## config.mk

```make
export PLATFORM = sky130hd
export DESIGN_NAME = smi_apm_negotiator
export DESIGN_NICKNAME = d
export VERILOG_FILES = /design/src/rtl/smi_neg_pkg.sv /design/src/rtl/smi_feat_handshake.sv /design/src/rtl/smi_apm_trigger.sv /design/src/rtl/smi_apm_negotiator.sv
export SDC_FILE = /design/constraint.sdc
export NUM_CORES = 1
export LEC_CHECK = 0
export BUFFER_PORTS_ARGS = -buffer_cell sky130_fd_sc_hd__buf_2
export CORE_AREA = 2 2 119 121
export CTS_BUF_LIST = sky130_fd_sc_hd__clkbuf_4 sky130_fd_sc_hd__clkbuf_8 sky130_fd_sc_hd__clkbuf_16
export DETAILED_ROUTE_END_ITERATION = 8
export DIE_AREA = 0 0 121 123
export PLACE_DENSITY = 0.77
export RECOVER_POWER = 100
export SYNTH_ARGS = -nofsm -noshare
export SYNTH_HDL_FRONTEND = slang
export SYNTH_SLANG_ARGS = --single-unit
```

## constraint.sdc

```tcl
create_clock -name clk -period 3.78 [get_ports clk]
set_input_delay 0.378 -clock clk [delete_from_list [all_inputs] [get_ports clk]]
set_output_delay 0.378 -clock clk [all_outputs]
set_load 0.02 [all_outputs]
```

## src/rtl/smi_neg_pkg.sv

```systemverilog
package smi_neg_pkg;
  localparam int FEAT_W = 64;
  typedef logic [FEAT_W-1:0] feat_t;

  typedef enum logic [1:0] {
    APM_IDLE     = 2'd0,
    APM_ACPI_ON  = 2'd1,
    APM_ACPI_OFF = 2'd2,
    APM_SMI      = 2'd3
  } apm_act_e;

  // supported mask that advertises hot-unplug without hotplug
  function automatic logic support_conflict(feat_t sup, int hp, int hup);
    return sup[hup] & ~sup[hp];
  endfunction

  // request validity: subset of supported, hot features need broadcast,
  // hot-unplug needs hotplug
  function automatic logic request_ok(feat_t req, feat_t sup, int bc, int hp, int hup);
    logic outside;
    logic hot_any;
    outside = |(req & ~sup);
    hot_any = req[hp] | req[hup];
    if (outside) return 1'b0;
    if (hot_any && !req[bc]) return 1'b0;
    if (req[hup] && !req[hp]) return 1'b0;
    return 1'b1;
  endfunction

  function automatic apm_act_e apm_classify(logic [7:0] code, logic [7:0] on_code,
                                            logic [7:0] off_code, logic smi_allowed);
    if (code == on_code) return APM_ACPI_ON;
    if (code == off_code) return APM_ACPI_OFF;
    if (smi_allowed) return APM_SMI;
    return APM_IDLE;
  endfunction
endpackage

```

## src/rtl/smi_feat_handshake.sv

```systemverilog
module smi_feat_handshake #(
  parameter int BIT_BC  = 0,
  parameter int BIT_HP  = 1,
  parameter int BIT_HUP = 2
) (
  input  logic                 clk,
  input  logic                 rst_n,
  input  smi_neg_pkg::feat_t   host_feat,
  input  logic                 req_wr,
  input  smi_neg_pkg::feat_t   req_data,
  input  logic                 ok_wr,
  output smi_neg_pkg::feat_t   req_mask,
  output logic                 feat_ok,
  output smi_neg_pkg::feat_t   neg_feat,
  output logic                 cfg_err,
  output logic                 accept_evt
);
  smi_neg_pkg::feat_t req_q;
  smi_neg_pkg::feat_t neg_q;
  logic               ok_q;
  logic               req_valid;

  assign req_valid  = smi_neg_pkg::request_ok(req_q, host_feat, BIT_BC, BIT_HP, BIT_HUP);
  assign accept_evt = ok_wr && !ok_q && req_valid;
  assign cfg_err    = smi_neg_pkg::support_conflict(host_feat, BIT_HP, BIT_HUP);

  always_ff @(posedge clk or negedge rst_n) begin
    if (!rst_n) begin
      req_q <= '0;
    end else if (req_wr) begin
      req_q <= req_data;
    end
  end

  always_ff @(posedge clk or negedge rst_n) begin
    if (!rst_n) begin
      ok_q  <= 1'b0;
      neg_q <= '0;
    end else if (accept_evt) begin
      ok_q  <= 1'b1;
      neg_q <= req_q;
    end
  end

  assign req_mask = req_q;
  assign feat_ok  = ok_q;
  assign neg_feat = neg_q;
endmodule

```

## src/rtl/smi_apm_trigger.sv

```systemverilog
module smi_apm_trigger #(
  parameter int         NCPU     = 4,
  parameter int         CPU_ID_W = 2,
  parameter int         SMIEN_W  = 32,
  parameter int         APMC_BIT = 5,
  parameter logic [7:0] CMD_ON   = 8'hE1,
  parameter logic [7:0] CMD_OFF  = 8'h1E
) (
  input  logic                clk,
  input  logic                rst_n,
  input  logic                apm_wr,
  input  logic [7:0]          apm_data,
  input  logic [CPU_ID_W-1:0] apm_cpu,
  input  logic [SMIEN_W-1:0]  smi_en,
  input  logic                bcast,
  output logic                acpi_en_pulse,
  output logic                acpi_dis_pulse,
  output logic [NCPU-1:0]     smi_pulse,
  output logic                smi_fire
);
  smi_neg_pkg::apm_act_e act;
  logic                  on_q;
  logic                  off_q;

  always_comb begin
    act = smi_neg_pkg::APM_IDLE;
    if (apm_wr) begin
      act = smi_neg_pkg::apm_classify(apm_data, CMD_ON, CMD_OFF, smi_en[APMC_BIT]);
    end
  end

  assign smi_fire = (act == smi_neg_pkg::APM_SMI);

  always_ff @(posedge clk or negedge rst_n) begin
    if (!rst_n) begin
      on_q  <= 1'b0;
      off_q <= 1'b0;
    end else begin
      on_q  <= (act == smi_neg_pkg::APM_ACPI_ON);
      off_q <= (act == smi_neg_pkg::APM_ACPI_OFF);
    end
  end

  for (genvar c = 0; c < NCPU; c++) begin : g_cpu
    logic hit_q;
    always_ff @(posedge clk or negedge rst_n) begin
      if (!rst_n) begin
        hit_q <= 1'b0;
      end else begin
        hit_q <= smi_fire && (bcast || (apm_cpu == CPU_ID_W'(c)));
      end
    end
    assign smi_pulse[c] = hit_q;
  end

  assign acpi_en_pulse  = on_q;
  assign acpi_dis_pulse = off_q;
endmodule

```

## src/rtl/smi_apm_negotiator.sv

```systemverilog
module smi_apm_negotiator #(
  parameter int         NCPU     = 4,
  parameter int         CPU_ID_W = (NCPU > 1) ? $clog2(NCPU) : 1,
  parameter int         SMIEN_W  = 32,
  parameter int         APMC_BIT = 5,
  parameter int         BIT_BC   = 0,
  parameter int         BIT_HP   = 1,
  parameter int         BIT_HUP  = 2,
  parameter logic [7:0] CMD_ON   = 8'hE1,
  parameter logic [7:0] CMD_OFF  = 8'h1E
) (
  input  logic                clk,
  input  logic                rst_n,
  input  logic [63:0]         host_feat,
  output logic                cfg_err,
  input  logic                req_wr,
  input  logic [63:0]         req_data,
  output logic [63:0]         req_mask,
  input  logic                ok_wr,
  output logic                feat_ok,
  output logic [63:0]         neg_feat,
  input  logic [SMIEN_W-1:0]  smi_en,
  input  logic                apm_wr,
  input  logic [7:0]          apm_data,
  input  logic [CPU_ID_W-1:0] apm_cpu,
  output logic                acpi_en_pulse,
  output logic                acpi_dis_pulse,
  output logic [NCPU-1:0]     smi_pulse
);
  logic accept_evt;
  logic smi_fire;

  smi_feat_handshake #(
    .BIT_BC (BIT_BC),
    .BIT_HP (BIT_HP),
    .BIT_HUP(BIT_HUP)
  ) u_hs (
    .clk       (clk),
    .rst_n     (rst_n),
    .host_feat (host_feat),
    .req_wr    (req_wr),
    .req_data  (req_data),
    .ok_wr     (ok_wr),
    .req_mask  (req_mask),
    .feat_ok   (feat_ok),
    .neg_feat  (neg_feat),
    .cfg_err   (cfg_err),
    .accept_evt(accept_evt)
  );

  smi_apm_trigger #(
    .NCPU    (NCPU),
    .CPU_ID_W(CPU_ID_W),
    .SMIEN_W (SMIEN_W),
    .APMC_BIT(APMC_BIT),
    .CMD_ON  (CMD_ON),
    .CMD_OFF (CMD_OFF)
  ) u_apm (
    .clk           (clk),
    .rst_n         (rst_n),
    .apm_wr        (apm_wr),
    .apm_data      (apm_data),
    .apm_cpu       (apm_cpu),
    .smi_en        (smi_en),
    .bcast         (neg_feat[BIT_BC]),
    .acpi_en_pulse (acpi_en_pulse),
    .acpi_dis_pulse(acpi_dis_pulse),
    .smi_pulse     (smi_pulse),
    .smi_fire      (smi_fire)
  );
endmodule

```

Word-level counts from Yosys, hierarchy flattened
Index checks and enable logic that the tools add are counted.
{"block": "totals", "reg_bits": 135, "output_inout_bits": 136, "elab_cells": 67}
{"block": "classes", "n_eq_ne": 8, "n_mux": 28, "bitwise_logic": 5, "reduce_logical": 17}
{"operator": "$and 64x64->64", "count": 1}
{"operator": "$not 64->64", "count": 1}
{"operator": "$reduce_or 64->1", "count": 1}
{"operator": "$mux 1", "count": 21}
{"operator": "$mux 2", "count": 7}
{"operator": "$eq 2x2->1 const B", "count": 4}
{"operator": "$eq 8x5->1 const B", "count": 1}
{"operator": "$eq 8x8->1 const B", "count": 1}
{"operator": "$logic_and 1x1->1", "count": 8}
{"operator": "$eq 2x1->1 const B", "count": 2}
{"operator": "$logic_or 1x1->1", "count": 4}
{"operator": "$logic_not 1->1", "count": 3}
{"operator": "$logic_not 2->1", "count": 1}
{"operator": "$and 1x1->1", "count": 1}
{"operator": "$not 1->1", "count": 1}
{"operator": "$or 1x1->1", "count": 1}

Longest topological paths before layout
{"block": "depth", "ltp_word": 14, "mapped_depth": 8}

Hierarchy
A second synthesis with hierarchy kept.
{"block": "hier_totals", "hier_cells": 434, "area_unflattened_um2": 5979.5}
{"module": "smi_feat_handshake", "n_inst": 1, "cells_each": 402, "area_each_um2": 5671.7}
{"module": "smi_apm_trigger", "n_inst": 1, "cells_each": 32, "area_each_um2": 307.8}

Least setup slack after synthesis
Ideal clock, no wire load.
{"block": "synth_timing", "path_kind": "register -> register", "start": "register u_hs.req_q[2], in the netlist u_hs.req_mask[2]", "end": "register u_hs.neg_q[0], in the netlist u_hs.neg_feat[0]", "setup_time_ps": 125, "arrival_ps": 1934, "required_ps": 3655, "slack_ps": 1721, "stages_incl_launch_ff": 9, "n_path_buf": 2, "synth_period_minus_slack_ps": 2059, "cell_sequence": "dfrtp_1 -> inv_1 -> o22ai_1 -> nor4_1 -> nand4_1 -> or3_1 -> buf_6 -> buf_6 -> mux2_4"}
{"block": "synth_between", "elab_chain_len": 8}
{"item": "start, declared", "line": "smi_feat_handshake.sv:18", "source": "smi_neg_pkg::feat_t req_q;"}
{"item": "start signal, assigned", "line": "smi_feat_handshake.sv:31", "source": "req_q <= req_data;"}
{"item": "$or 1x1->1 or $logic_and 1x1->1 (tied branches)", "line": "smi_neg_pkg.sv:23, smi_neg_pkg.sv:26"}
{"item": "$logic_and 1x1->1 or $mux 1 (tied branches)", "line": "smi_neg_pkg.sv:25, smi_neg_pkg.sv:26"}
{"item": "$mux 1, on equally long branches", "line": "smi_neg_pkg.sv:25, smi_neg_pkg.sv:26"}
{"item": "$mux 1, on equally long branches", "line": "smi_neg_pkg.sv:26, smi_neg_pkg.sv:25"}
{"item": "$mux 1", "line": "smi_neg_pkg.sv:27", "source": "return 1'b1;"}
{"item": "$mux 1", "line": "smi_neg_pkg.sv:26", "source": "if (req[hup] && !req[hp]) return 1'b0;"}
{"item": "$mux 1 (*)", "line": "smi_neg_pkg.sv:25", "source": "if (hot_any && !req[bc]) return 1'b0;"}
{"item": "$logic_and 1x1->1 (*)", "line": "smi_feat_handshake.sv:24", "source": "assign accept_evt = ok_wr && !ok_q && req_valid;"}
{"item": "end signal, assigned", "line": "smi_feat_handshake.sv:41", "source": "neg_q <= req_q;"}
{"item": "end, declared", "line": "smi_feat_handshake.sv:19", "source": "smi_neg_pkg::feat_t neg_q;"}
Every way passes the cells marked *; elsewhere a longest branch is shown, timed or not. The select of a mux whose other input is x is not followed.
A chain may end at the register's enable or synchronous reset.

Worst setup path in the final report
{"block": "layout_timing", "start": "register u_hs.req_q[36], in the netlist u_hs.req_mask[36]", "end": "register u_hs.neg_q[22], in the netlist u_hs.neg_feat[22]"}
{"block": "layout_between", "elab_chain_len": 5}
{"item": "$and 64x64->64", "line": "smi_neg_pkg.sv:22", "source": "outside = |(req & ~sup);"}
{"item": "$reduce_or 64->1", "line": "smi_neg_pkg.sv:22"}
{"item": "$mux 1", "line": "smi_neg_pkg.sv:24", "source": "if (outside) return 1'b0;"}
{"item": "$mux 1", "line": "smi_neg_pkg.sv:25"}
{"item": "$logic_and 1x1->1", "line": "smi_feat_handshake.sv:24"}
No other way between the ends.

==> impl_results.md <==
* Minimum clock period at 3.05 ns
* # hold bufs at CTS at 0
* Final hold slack at 0.180 ns
* P_sw at 0.000920 W
* Skew final at 0.00544 ns
* Die span in y at 123 um
* 1st-iter DRT viols at 149
* I/O Pins at 311
* Worst-Margin Slew at 2.66 ns
* Total GRT Usage at 20.4%
* DR WL/cell at 16.3 um
* Grt total ovfl at 0
* Outcome: complete, but fails checks
* Portion of total power attributed to the clock network at 49.9%
* Final hold vios at 0
* Cell count after synthesis at 461
* Seq/Total Area, Yosys at 59.4%
* Number of setup buffers added after CTS at 0
* Final Setup Violations at 0
* R2r setup slk at 0.73 ns
* Fmax at 328 MHz
* Slowest Stage Delay on Critical Path at 0.59 ns
* Hold_sp: req_data[41]
* CTS Buffer Depth at 2
* Remaining DRCs at 0
* Worst R2R Start: u_hs.req_mask[36]
* Diodes inserted at 0
* Ys Warns at 0
* CP max stage cell: nor4_1
* Yosys cell types at 24
* Syn-to-layout area delta at 32.2%
* Worst EP required at 4.06 ns
* Clk_lat worst skew at 0.40 ns
* CP Cell Sequence: inv_1 -> o22ai_1 -> nor4_1 -> nand4_1 -> or3_4 -> buf_2 -> mux2_1
* # port buffers at 279
* Switch share at 23.4%
* Row count at 43
* RSZ-0062 raised after global routing: false
* Max-Cap Viols at 2
* Final GP Congestion at 0.811
* CTS tree: built
* RR Endpoint: u_hs.neg_feat[22]
* Period utilization at 80.7%
* Setup CP Type: reg -> reg
* Critical Path Fanout Max at 34
* Comb pwr share at 10.2%
* P_int at 0.00300 W
* Drt pass-1 iters at 4
* Setup TNS at 0 ns
* Synthesized area per cell at 12.3 sq um
* Share of cells above drive strength 1 at 27.9%
* Number of global-route vias before repair at 4,433
* Max-slew headroom at -77.6%
* Clock sink count at 135
* Die area at 0.0149 sq mm
* Routed vias at 4,500
* First-pass GRT wire length at 23,100 um
* Largest net degree at the start of global routing at 111
* Drt total wl at 15,100 um
* Peak supply drop at 0.276 mV
* Power per cell area at 522 mW/mm^2
* CP arrival at 3.33 ns
* CP endpoint kind: flip-flop
* Post-DP HPWL at 11,100 um
* Critical path startpoint category: flip-flop
* Buffers & Inverters on Critical Path at 2
* CTS buffer count at 17
* Initial core utilization at 41.8%
* Seq cells post-synth at 135
* Post-Syn Area at 0.00569 sq mm
* Hold path depth at 3
* Depth of the worst register-to-register path at 7
* Max-slew violations at 221
* Worst path top cell family by delay: simple AND/OR/NAND/NOR gates
* Hold Path End: u_hs.req_mask[41]
* H-tree levels at 4
* Nets at 912
* Resized cells post-CTS at 0
* Initial antenna violation count at 0
* Core region area at 0.0136 sq mm
* CTS root buf: clkbuf_16
* Post-Syn Nets at 636
* Die X at 121 um
* Vias per cell at 4.84
* Antenna viol nets, final at 0
* Sequential power share at 40.0%
* Failing checks: capacitance limit, slew limit
* Reg clk slew, reported paths at 0.06 ns
* Static Leak at 3.87 nW
* Worst hold path type: in -> reg
## flip-flops by register name, indices dropped and copies added (netlist names)
register              flops
u_apm.acpi_dis_pulse      1
u_apm.acpi_en_pulse       1
u_apm.g_cpu.hit_q         4
u_hs.feat_ok              1
u_hs.neg_feat            64
u_hs.req_mask            64
## cell usage in the layout, fill, tap and decap left out
cell type / instances
a21oi_1: 4
a221oi_1: 3
buf_2: 140
bufinv_16: 7
clkbuf_1: 138
clkbuf_16: 17
clkbuf_2: 3
clkbuf_4: 1
clkbuf_8: 2
clkinv_2: 2
clkinv_4: 1
clkinvlp_4: 1
dfrtp_1: 135
inv_1: 59
inv_6: 1
mux2_1: 49
mux2_2: 33
nand2_1: 48
nand2b_1: 7
nand3_1: 2
nand4_1: 4
nor2_1: 2
nor2b_1: 4
nor3_1: 6
nor4_1: 4
nor4b_1: 3
o2111ai_1: 2
o21ai_0: 47
o22ai_1: 24
or3_4: 1
## through the flow
stage	std cells	power, W	util [%]	setup WS (ns)	cell area [sq um]
floorplan	461	0.00179	-	1.72	5690
global placement	898	0.00200	52.9	0.943	7200
detailed placement	898	0.00201	52.9	0.912	7200
CTS	930	0.00398	58.1	0.873	7900
global route	930	0.00408	55.3	0.536	7520
finish	930	0.00392	55.3	0.730	7520
## synth_stat cells, drive strengths merged
cell | instances | share of area [%]
dfrtp | 135 | 59
mux2 | 82 | 19
inv | 59 | 3.9
nand2 | 48 | 3.2
o21ai | 47 | 4.1
o22ai | 24 | 2.6
buf | 13 | 2.0
clkbuf | 11 | 0.73
nand2b | 7 | 0.77
nor3 | 6 | 0.53
a21oi | 4 | 0.35
nand4 | 4 | 0.44
nor2b | 4 | 0.44
nor4 | 4 | 0.44
a221oi | 3 | 0.46
nor4b | 3 | 0.46
nand3 | 2 | 0.18
nor2 | 2 | 0.13
o2111ai | 2 | 0.31
or3 | 1 | 0.11
## logic make-up after synthesis
group,after synthesis,synth area share [%]
AO/OA/AOI/OAI,80,7.89
buffers and inverters,83,6.62
flip-flops,135,59.4
multiplexers,82,19.5
AND/OR/NAND/NOR,81,6.66
## worst max path at each step
stage / startpoint / endpoint / depth (start not counted)
2_1_floorplan: u_hs.req_mask[2] / u_hs.neg_feat[0] / 8
3_3_place_gp: u_hs.req_mask[36] / u_hs.neg_feat[21] / 7
3_5_place_dp: u_hs.req_mask[36] / u_hs.neg_feat[16] / 7
4_1_cts: u_hs.req_mask[36] / u_hs.neg_feat[16] / 7
5_1_grt: u_hs.req_mask[36] / u_hs.neg_feat[22] / 7
6_report: u_hs.req_mask[36] / u_hs.neg_feat[22] / 7
## layout make-up
| cell class | instances | area (sq um) |
|---|---|---|
| timing repair buffer | 281 | 1230 |
| clock buffer | 20 | 460 |
| fill | 1330 | 6090 |
| multi-input combinational | 243 | 1760 |
| tap | 180 | 225 |
| inverter | 59 | 221 |
| sequential | 135 | 3380 |
| clock inverter | 12 | 245 |
## worst register-to-register path, cell delays in order, from the launching register on
cell and delay (ns):
dfrtp_1 0.40, inv_1 0.11, o22ai_1 0.09, nor4_1 0.59
nand4_1 0.20, or3_4 0.57, buf_2 0.50, mux2_1 0.46
## power by group through the flow
stage          logic, W  registers, W  clock network, W
2_1_floorplan  0.000126       0.00166                 0
3_3_place_gp   0.000414       0.00159                 0
3_5_place_dp   0.000420       0.00159                 0
4_1_cts        0.000423       0.00157           0.00199
5_1_grt        0.000443       0.00158           0.00206
6_report       0.000398       0.00157           0.00196
## routing by layer
layer / track usage (%) / part of all wire [%] / vias to the layer above
met5: 0 / 0 / -
met1: 24.9 / 41 / 2183
li1: - / - / 2115
met2: 34.2 / 49 / 178
met4: 7.99 / 2.0 / 0
met3: 6.13 / 7.3 / 24
No activity file was read; power rests on OpenSTA's default activity.
